[config.mk]
export PLATFORM = sky130hd
export DESIGN_NAME = pwm_bank
export DESIGN_NICKNAME = d
export VERILOG_FILES = /design/src/rtl/pwm_bank_pkg.sv /design/src/rtl/pwm_regs.sv /design/src/rtl/pwm_timebase.sv /design/src/rtl/pwm_chan.sv /design/src/rtl/pwm_bank.sv
export SDC_FILE = /design/constraint.sdc
export NUM_CORES = 1
export LEC_CHECK = 0
export ABC_CLOCK_PERIOD_IN_PS = 4100
export CORE_MARGIN = 2
export CORE_UTILIZATION = 60
export DETAILED_ROUTE_END_ITERATION = 7
export DONT_BUFFER_PORTS = 1
export GPL_TIMING_DRIVEN = 0
export HOLD_SLACK_MARGIN = 0.02
export PLACE_DENSITY = 0.81
export SLEW_MARGIN = 20
export SYNTH_ARGS = -nofsm -noshare
export SYNTH_HDL_FRONTEND = slang
export SYNTH_HIERARCHICAL = 1
export SYNTH_SLANG_ARGS = --single-unit
[constraint.sdc]
create_clock -name clk -period 4.1 [get_ports clk]
set_input_delay 0.205 -clock clk [delete_from_list [all_inputs] [get_ports clk]]
set_output_delay 0.205 -clock clk [all_outputs]
set_load 0.02 [all_outputs]
[src/rtl/pwm_bank_pkg.sv]
`timescale 1ns/1ps
package pwm_bank_pkg;
   localparam int TICK_W       = 8;    // counter width: 256 ticks per period
   localparam int PRE_W        = 8;    // prescaler width
   localparam int NIB_W        = 4;    // width of each prescaler field
   localparam int PRE_LO_LSB   = 0;    // control bits 3:0
   localparam int PRE_HI_LSB   = 11;   // control bits 14:11
   localparam int RUN_BIT      = 9;    // global enable
   localparam int CTRL_WORD    = 20;   // byte offset 0x50
   localparam int IRQ_WORD     = 21;   // byte offset 0x54
   localparam int MAX_CHANNELS = CTRL_WORD;
endpackage

[src/rtl/pwm_regs.sv]
`timescale 1ns/1ps
module pwm_regs
   import pwm_bank_pkg::*;
#(
   parameter int CHANNELS = 1,
   parameter int ADDR_W   = 8,
   parameter int DATA_W   = 32,
   parameter int DUTY_W   = TICK_W,
   parameter int PSC_W    = PRE_W
) (
   input  logic                       clk,
   input  logic                       rst_n,
   input  logic                       wr_en,
   input  logic [ADDR_W-1:0]          addr,
   input  logic [DATA_W-1:0]          wdata,
   output logic [DATA_W-1:0]          rdata,
   output logic [CHANNELS*DUTY_W-1:0] duty_flat,
   output logic [PSC_W-1:0]           psc_q,
   output logic                       run_q,
   output logic                       irq_en_q
);
   localparam int IDX_W = ADDR_W - 2;
   localparam logic [IDX_W-1:0] CTRL_IDX = IDX_W'(CTRL_WORD);
   localparam logic [IDX_W-1:0] IRQ_IDX  = IDX_W'(IRQ_WORD);

   logic [IDX_W-1:0]  word_idx;
   logic [DUTY_W-1:0] duty_r [CHANNELS];

   assign word_idx = addr[ADDR_W-1:2];

   for (genvar i = 0; i < CHANNELS; i++) begin : g_duty
      always_ff @(posedge clk or negedge rst_n) begin
         if (!rst_n)
            duty_r[i] <= '0;
         else if (wr_en && word_idx == IDX_W'(i))
            duty_r[i] <= wdata[DUTY_W-1:0];
      end
      assign duty_flat[i*DUTY_W +: DUTY_W] = duty_r[i];
   end

   always_ff @(posedge clk or negedge rst_n) begin
      if (!rst_n) begin
         psc_q    <= '0;
         run_q    <= 1'b0;
         irq_en_q <= 1'b0;
      end else if (wr_en) begin
         if (word_idx == CTRL_IDX) begin
            psc_q[NIB_W-1:0]     <= wdata[PRE_LO_LSB +: NIB_W];
            psc_q[PSC_W-1:NIB_W] <= wdata[PRE_HI_LSB +: NIB_W];
            run_q                <= wdata[RUN_BIT];
         end
         if (word_idx == IRQ_IDX)
            irq_en_q <= wdata[0];
      end
   end

   always_comb begin
      rdata = '0;
      if (word_idx == CTRL_IDX) begin
         rdata[PRE_LO_LSB +: NIB_W] = psc_q[NIB_W-1:0];
         rdata[PRE_HI_LSB +: NIB_W] = psc_q[PSC_W-1:NIB_W];
         rdata[RUN_BIT]             = run_q;
      end else if (word_idx == IRQ_IDX) begin
         rdata[0] = irq_en_q;
      end else begin
         for (int i = 0; i < CHANNELS; i++)
            if (word_idx == IDX_W'(i))
               rdata[DUTY_W-1:0] = duty_r[i];
      end
   end

   // the stored interrupt enable changes only through a write to its word
   a_r4_irq_only_by_write: assert property (@(posedge clk) disable iff (!rst_n)
      !(wr_en && word_idx == IRQ_IDX) |=> $stable(irq_en_q));
endmodule

[src/rtl/pwm_timebase.sv]
`timescale 1ns/1ps
module pwm_timebase
   import pwm_bank_pkg::*;
#(
   parameter int CNT_W = TICK_W,
   parameter int PSC_W = PRE_W
) (
   input  logic             clk,
   input  logic             rst_n,
   input  logic             run,
   input  logic [PSC_W-1:0] psc_reg,
   output logic [CNT_W-1:0] cnt_q,
   output logic             wrap,
   output logic             load
);
   logic [PSC_W-1:0] psc_act;
   logic [PSC_W-1:0] div_q;
   logic             tick;

   assign tick = run && (div_q == psc_act);
   assign wrap = tick && (cnt_q == {CNT_W{1'b1}});
   assign load = !run || wrap;

   always_ff @(posedge clk or negedge rst_n) begin
      if (!rst_n) begin
         div_q   <= '0;
         cnt_q   <= '0;
         psc_act <= '0;
      end else begin
         if (!run) begin
            div_q <= '0;
            cnt_q <= '0;
         end else if (tick) begin
            div_q <= '0;
            cnt_q <= cnt_q + 1'b1;
         end else begin
            div_q <= div_q + 1'b1;
         end
         if (load)
            psc_act <= psc_reg;
      end
   end

   // the divider never runs past the active prescale
   a_r6_div_bound: assert property (@(posedge clk) disable iff (!rst_n)
      run |-> (div_q <= psc_act));
   // the period counter moves only on a prescaled tick
   a_r6_cnt_on_tick: assert property (@(posedge clk) disable iff (!rst_n)
      (run && !tick) |=> (cnt_q == $past(cnt_q)));
   // the active prescale is frozen inside a running period
   a_r10_psc_frozen: assert property (@(posedge clk) disable iff (!rst_n)
      !$past(load) |-> $stable(psc_act));
   // a stopped time base sits at the period start
   a_r5_held_start: assert property (@(posedge clk) disable iff (!rst_n)
      !run |=> (cnt_q == '0 && div_q == '0));
endmodule

[src/rtl/pwm_chan.sv]
`timescale 1ns/1ps
module pwm_chan
   import pwm_bank_pkg::*;
#(
   parameter int CNT_W = TICK_W
) (
   input  logic             clk,
   input  logic             rst_n,
   input  logic             run,
   input  logic             load,
   input  logic [CNT_W-1:0] duty_shadow,
   input  logic [CNT_W-1:0] cnt,
   output logic             pwm
);
   logic [CNT_W-1:0] duty_act;

   always_ff @(posedge clk or negedge rst_n) begin
      if (!rst_n)
         duty_act <= '0;
      else if (load)
         duty_act <= duty_shadow;
   end

   assign pwm = run && (cnt <= duty_act);

   // the duty in force changes only at a boundary or while stopped
   a_r9_duty_frozen: assert property (@(posedge clk) disable iff (!rst_n)
      !$past(load) |-> $stable(duty_act));
   // every period opens with the output high, even for duty 0
   a_r7_first_tick_high: assert property (@(posedge clk) disable iff (!rst_n)
      (run && cnt == '0) |-> pwm);
endmodule

[src/rtl/pwm_bank.sv]
`timescale 1ns/1ps
module pwm_bank
   import pwm_bank_pkg::*;
#(
   parameter int CHANNELS = 1,
   parameter int ADDR_W   = 8
) (
   input  logic                clk,
   input  logic                rst_n,
   input  logic                reg_wr,
   input  logic [ADDR_W-1:0]   reg_addr,
   input  logic [31:0]         reg_wdata,
   output logic [31:0]         reg_rdata,
   output logic [CHANNELS-1:0] pwm_out
);
   localparam int DATA_W = 32;
   localparam int CNT_W  = TICK_W;
   localparam int PSC_W  = PRE_W;

   if (CHANNELS < 1 || CHANNELS > MAX_CHANNELS) begin : g_bad_channels
      $error("pwm_bank: CHANNELS must lie in 1..%0d", MAX_CHANNELS);
   end
   if (ADDR_W < 7) begin : g_bad_addr
      $error("pwm_bank: ADDR_W too narrow to reach the control word");
   end
   if (PSC_W != 2 * NIB_W) begin : g_bad_psc
      $error("pwm_bank: prescaler must fill both control fields");
   end

   logic [CHANNELS*CNT_W-1:0] duty_flat;
   logic [PSC_W-1:0]          psc_q;
   logic                      run_q;
   logic                      irq_en_q;
   logic [CNT_W-1:0]          cnt;
   logic                      wrap;
   logic                      load;

   pwm_regs #(
      .CHANNELS(CHANNELS), .ADDR_W(ADDR_W), .DATA_W(DATA_W),
      .DUTY_W(CNT_W), .PSC_W(PSC_W)
   ) i_regs (
      .clk(clk), .rst_n(rst_n), .wr_en(reg_wr), .addr(reg_addr),
      .wdata(reg_wdata), .rdata(reg_rdata), .duty_flat(duty_flat),
      .psc_q(psc_q), .run_q(run_q), .irq_en_q(irq_en_q)
   );

   pwm_timebase #(.CNT_W(CNT_W), .PSC_W(PSC_W)) i_timebase (
      .clk(clk), .rst_n(rst_n), .run(run_q), .psc_reg(psc_q),
      .cnt_q(cnt), .wrap(wrap), .load(load)
   );

   for (genvar c = 0; c < CHANNELS; c++) begin : g_chan
      pwm_chan #(.CNT_W(CNT_W)) i_chan (
         .clk(clk), .rst_n(rst_n), .run(run_q), .load(load),
         .duty_shadow(duty_flat[c*CNT_W +: CNT_W]), .cnt(cnt),
         .pwm(pwm_out[c])
      );
   end

   // no channel drives high while the global enable is clear
   a_r5_off_low: assert property (@(posedge clk) disable iff (!rst_n)
      !run_q |-> (pwm_out == '0));
   // the counter only wraps while running
   a_r8_wrap_running: assert property (@(posedge clk) disable iff (!rst_n)
      wrap |-> run_q);
endmodule

# == After elaboration in Yosys (flattened, before gate mapping) ==
# Index checks and enable logic that the tools add are counted.
# totals
wordCells,36
inputBits,43
ff_bits,50
# op_classes
add_sub_neg,2
n_reduce_logical,9
eq_ne,5
muxes,11
order_cmp,1
# ops
cell,n
$mux W8,5
$add A8 B1 Y8 const B,2
$eq A6 B5 Y1 const B,2
$mux W4,3
$eq A8 B8 Y1,1
$eq A8 B8 Y1 const B,1
$le A8 B8 Y1,1
$mux W7,1
$logic_not A6 Y1,1
$logic_and A1 B1 Y1,4
$reduce_and A2 Y1,2
$mux W1,2
$ne A2 B1 Y1 const B,1
$logic_not A1 Y1,1
$logic_or A1 B1 Y1,1

# == Logic depth before layout (Yosys ltp) ==
# logic_depth
depth_word,4
ltp_mapped,6
mapped_depth_nobuf,6

# == Modules after synthesis ==
# Netlist, hierarchy kept.
# by_module_without_submodules
module,instances,cells_per_inst,area_each_um2
pwm_timebase,1,108,1192.4
pwm_regs,1,82,1019.7
pwm_chan,1,53,483.0

# == Worst setup path before layout ==
# No wires, ideal clock.
# synth_timing
kind,register to register
from,register i_timebase.div_q[6]
to,register g_chan[0].i_chan.duty_act[0]
required_time_ns,3.975
synth_period_minus_slack_ns,1.844
path_stages_with_launch,5
setup_time_ns,0.125
slack_ns,2.256
t_arrival_ns,1.720
n_path_buf,0
path_cell_list,dfrtp_1 -> xnor2_1 -> nand4_1 -> o31ai_4 -> mux2_2
# synth_via
elab_chain_cells,4
# synth_lines
element,line_no,rtl
"start, declared",pwm_timebase.sv:17,logic [PSC_W-1:0] div_q;
"start signal, assigned",pwm_timebase.sv:37,div_q <= div_q + 1'b1;
$eq A8 B8 Y1,pwm_timebase.sv:20,assign tick = run && (div_q == psc_act);
$logic_and A1 B1 Y1,pwm_timebase.sv:20,
$logic_and A1 B1 Y1,pwm_timebase.sv:21,assign wrap = tick && (cnt_q == {CNT_W{1'b1}});
$logic_or A1 B1 Y1,pwm_timebase.sv:22,assign load = !run || wrap;
net load,pwm_bank.sv:36,logic load;
"end signal, assigned",pwm_chan.sv:21,duty_act <= duty_shadow;
"end, declared",pwm_chan.sv:15,logic [CNT_W-1:0] duty_act;
# The timed path passes the listed nets, and every way through them passes these cells.
# A chain may end at the register's enable or synchronous reset.

# == Worst setup path after layout ==
# layout_timing
from,register i_timebase.div_q[6]
to,register g_chan[0].i_chan.duty_act[4]
# Same word-level chain as after synthesis.

==> impl_metrics.ini <==
[worst_setup_path]
setup.worst_path.class = reg2reg
worstPathMaxFanout = 14
timing.reg2reg.worst_path_depth = 5
startpoint_type = register
critical_path_required_ps = 4280
worstSetupEndpointType = register
worst_ep_arrival_time_ps = 2460

[layout]
antennaDiodeCount = 0
area.growth.synth_to_final_pct = 9.400
layout.cells.most_common = dfrtp_1
layout.filler_cells = 336
finish.utilization_pct = 68.03
layout.cells.most_common_list = dfrtp_1, mux2_2, buf_4, conb_1, nand2_1
postLayoutCellArea_um2 = 2942
post_route_cells_drive_above_1_share_pct = 22.39
final_net_count = 322

[placement]
dpl.hpwl_um = 3710
place_congestion = 0.8154
post_dp_cell_area_um2 = 2821
io_buffer_count = 0

[clock_network]
post_cts.repair.setup_buffers = 0
cts.path.max_buffers = 2
skew_pair_late_insertion_delay_ps = 300
root_buffer = clkbuf_8
htree_num_levels = 2
cts_buffer_count = 5
cts_tree = yes
cts.reportedPaths.clkPinSlew_ps = 80
cts_sinks = 50

[power]
ir_worst_vdd_v = 0.0002666
power_density_normalized_to_cell_area_nw_per_um2 = 380.0
leakagePower_nw = 1.360

[sta]
maxSlewHeadroom_pct = 37.96
report.final.hold_viol_count = 0
finClkSkew_ps = 7.279
finalCriticalPeriod_ps = 2277
part_of_the_cycle_the_worst_path_needs_pct = 55.54
final-max-slew-violation-count = 0
achievable-frequency_mhz = 439.1
max_slew.worst_pin.slew_ps = 923.6
setup_viol_count_final = 0
final.hold.worst_slack_ps = 44.26
grt_setup_unrepaired = no
setup_total_negative_slack_ps = 0

[route]
drtAntennaViolNets = 0
drt_drc_violations_left = 0
drt_iter0_drc = 84
routed-via-count = 1766
detail_route.wl_per_cell_um = 15.72
totalWireLength_um = 5029
drt_pass1_iterations = 4
detail_route.vias_per_cell = 5.519

[outcome]
run_status = complete, no violations

[flow_run]
max_cap_violations = 0

[floorplan]
die-width_um = 70.95
floorplan.core_area_um2 = 4324
die_height_um = 70.95
die-area_um2 = 5033
floorplan.initialDensity_pct = 62.18
rows = 24
ios = 76

[global_route]
grt_start_max_net_pins = 51
antenna_violations_before_repair = 0
number_of_global_route_vias_before_repair = 1717
grt_usage_pct = 20.89
grt_first_pass_wirelength_um = 8148
globalRouteOverflowTotal = 0

[synthesis]
postSynthAreaPerCell_um2 = 11.11
syn-instance-count = 242
post_synthesis_instance_area_um2 = 2689
warnings_from_yosys = 6

[worst_hold_path]
class_of_the_most_critical_hold_timing_path = in2reg
min_path_cells = 1
==> power by group <==
group	switching [mW]	total (mW)	internal [mW]
clock	0.149	0.279	0.130
sequential	0.0400	0.586	0.546
combinational	0.148	0.252	0.104
==> state kept, by name (all words and copies together), names as in the netlist <==
signal                  count
i_timebase/cnt_q            8
i_regs/duty_flat            8
g_chan.i_chan/duty_act      8
i_regs/psc_q                8
i_regs/irq_en_q             1
i_regs/run_q                1
i_timebase/psc_act          8
i_timebase/div_q            8
==> timing repair <==
action / CTS / global route
gates resized for setup: 0 / 0
hold buffers: 2 / 0
endpoints found under the hold margin: 50 / 0
==> per-layer routing <==
layer / vias to the layer above / global-route usage [%] / routed length [µm]
li1: 868 / - / -
met1: 858 / 26.59 / 2112
met2: 33 / 35.51 / 2649
met3: 7 / 5.556 / 192
met4: 0 / 5.660 / 74
met5: - / 0 / 0
==> worst max-delay path: stages, from the launching register on <==
cell	delay, ps
dfrtp_1	420
xnor2_1	190
nand4_1	390
o31ai_4	730
buf_2	310
o21ai_0	110
==> path summary, 6_finish.rpt <==
| path | from | end | slack (ps) |
|---|---|---|---|
| max reg2reg | i_timebase/div_q[6] | g_chan[0].i_chan/duty_act[4] | 1820 |
| min in group asynchronous | rst_n | i_regs/duty_flat[5] | 400 |
| max | i_timebase/div_q[6] | g_chan[0].i_chan/duty_act[4] | 1820 |
| min reg2reg | i_timebase/div_q[0] | i_timebase/div_q[0] | 520 |
| max in group asynchronous | rst_n | i_timebase/div_q[3] | 3470 |
| min | reg_wdata[3] | i_regs/duty_flat[3] | 40 |
==> through the flow <==
stage,setup WS (ps),cells,power [mW]
after CTS,1785,320,1.126
final,1823,320,1.118
after global routing,1577,320,1.178
after detailed placement,1812,312,0.8338
after floorplan,2256,260,0.7804
after global placement,1898,312,0.8209
==> final cells by class <==
class	count	area [µm²]	share of cell area, %
Buffer	25	173.9	5.912
Inverter	12	45.04	1.531
Sequential cell	50	1251	42.54
Tap cell	52	65.06	2.212
Multi-Input combinational cell	173	1286	43.73
Timing Repair Buffer	2	37.54	1.276
Clock buffer	6	82.58	2.807
No activity file was read; power rests on OpenSTA's default activity.
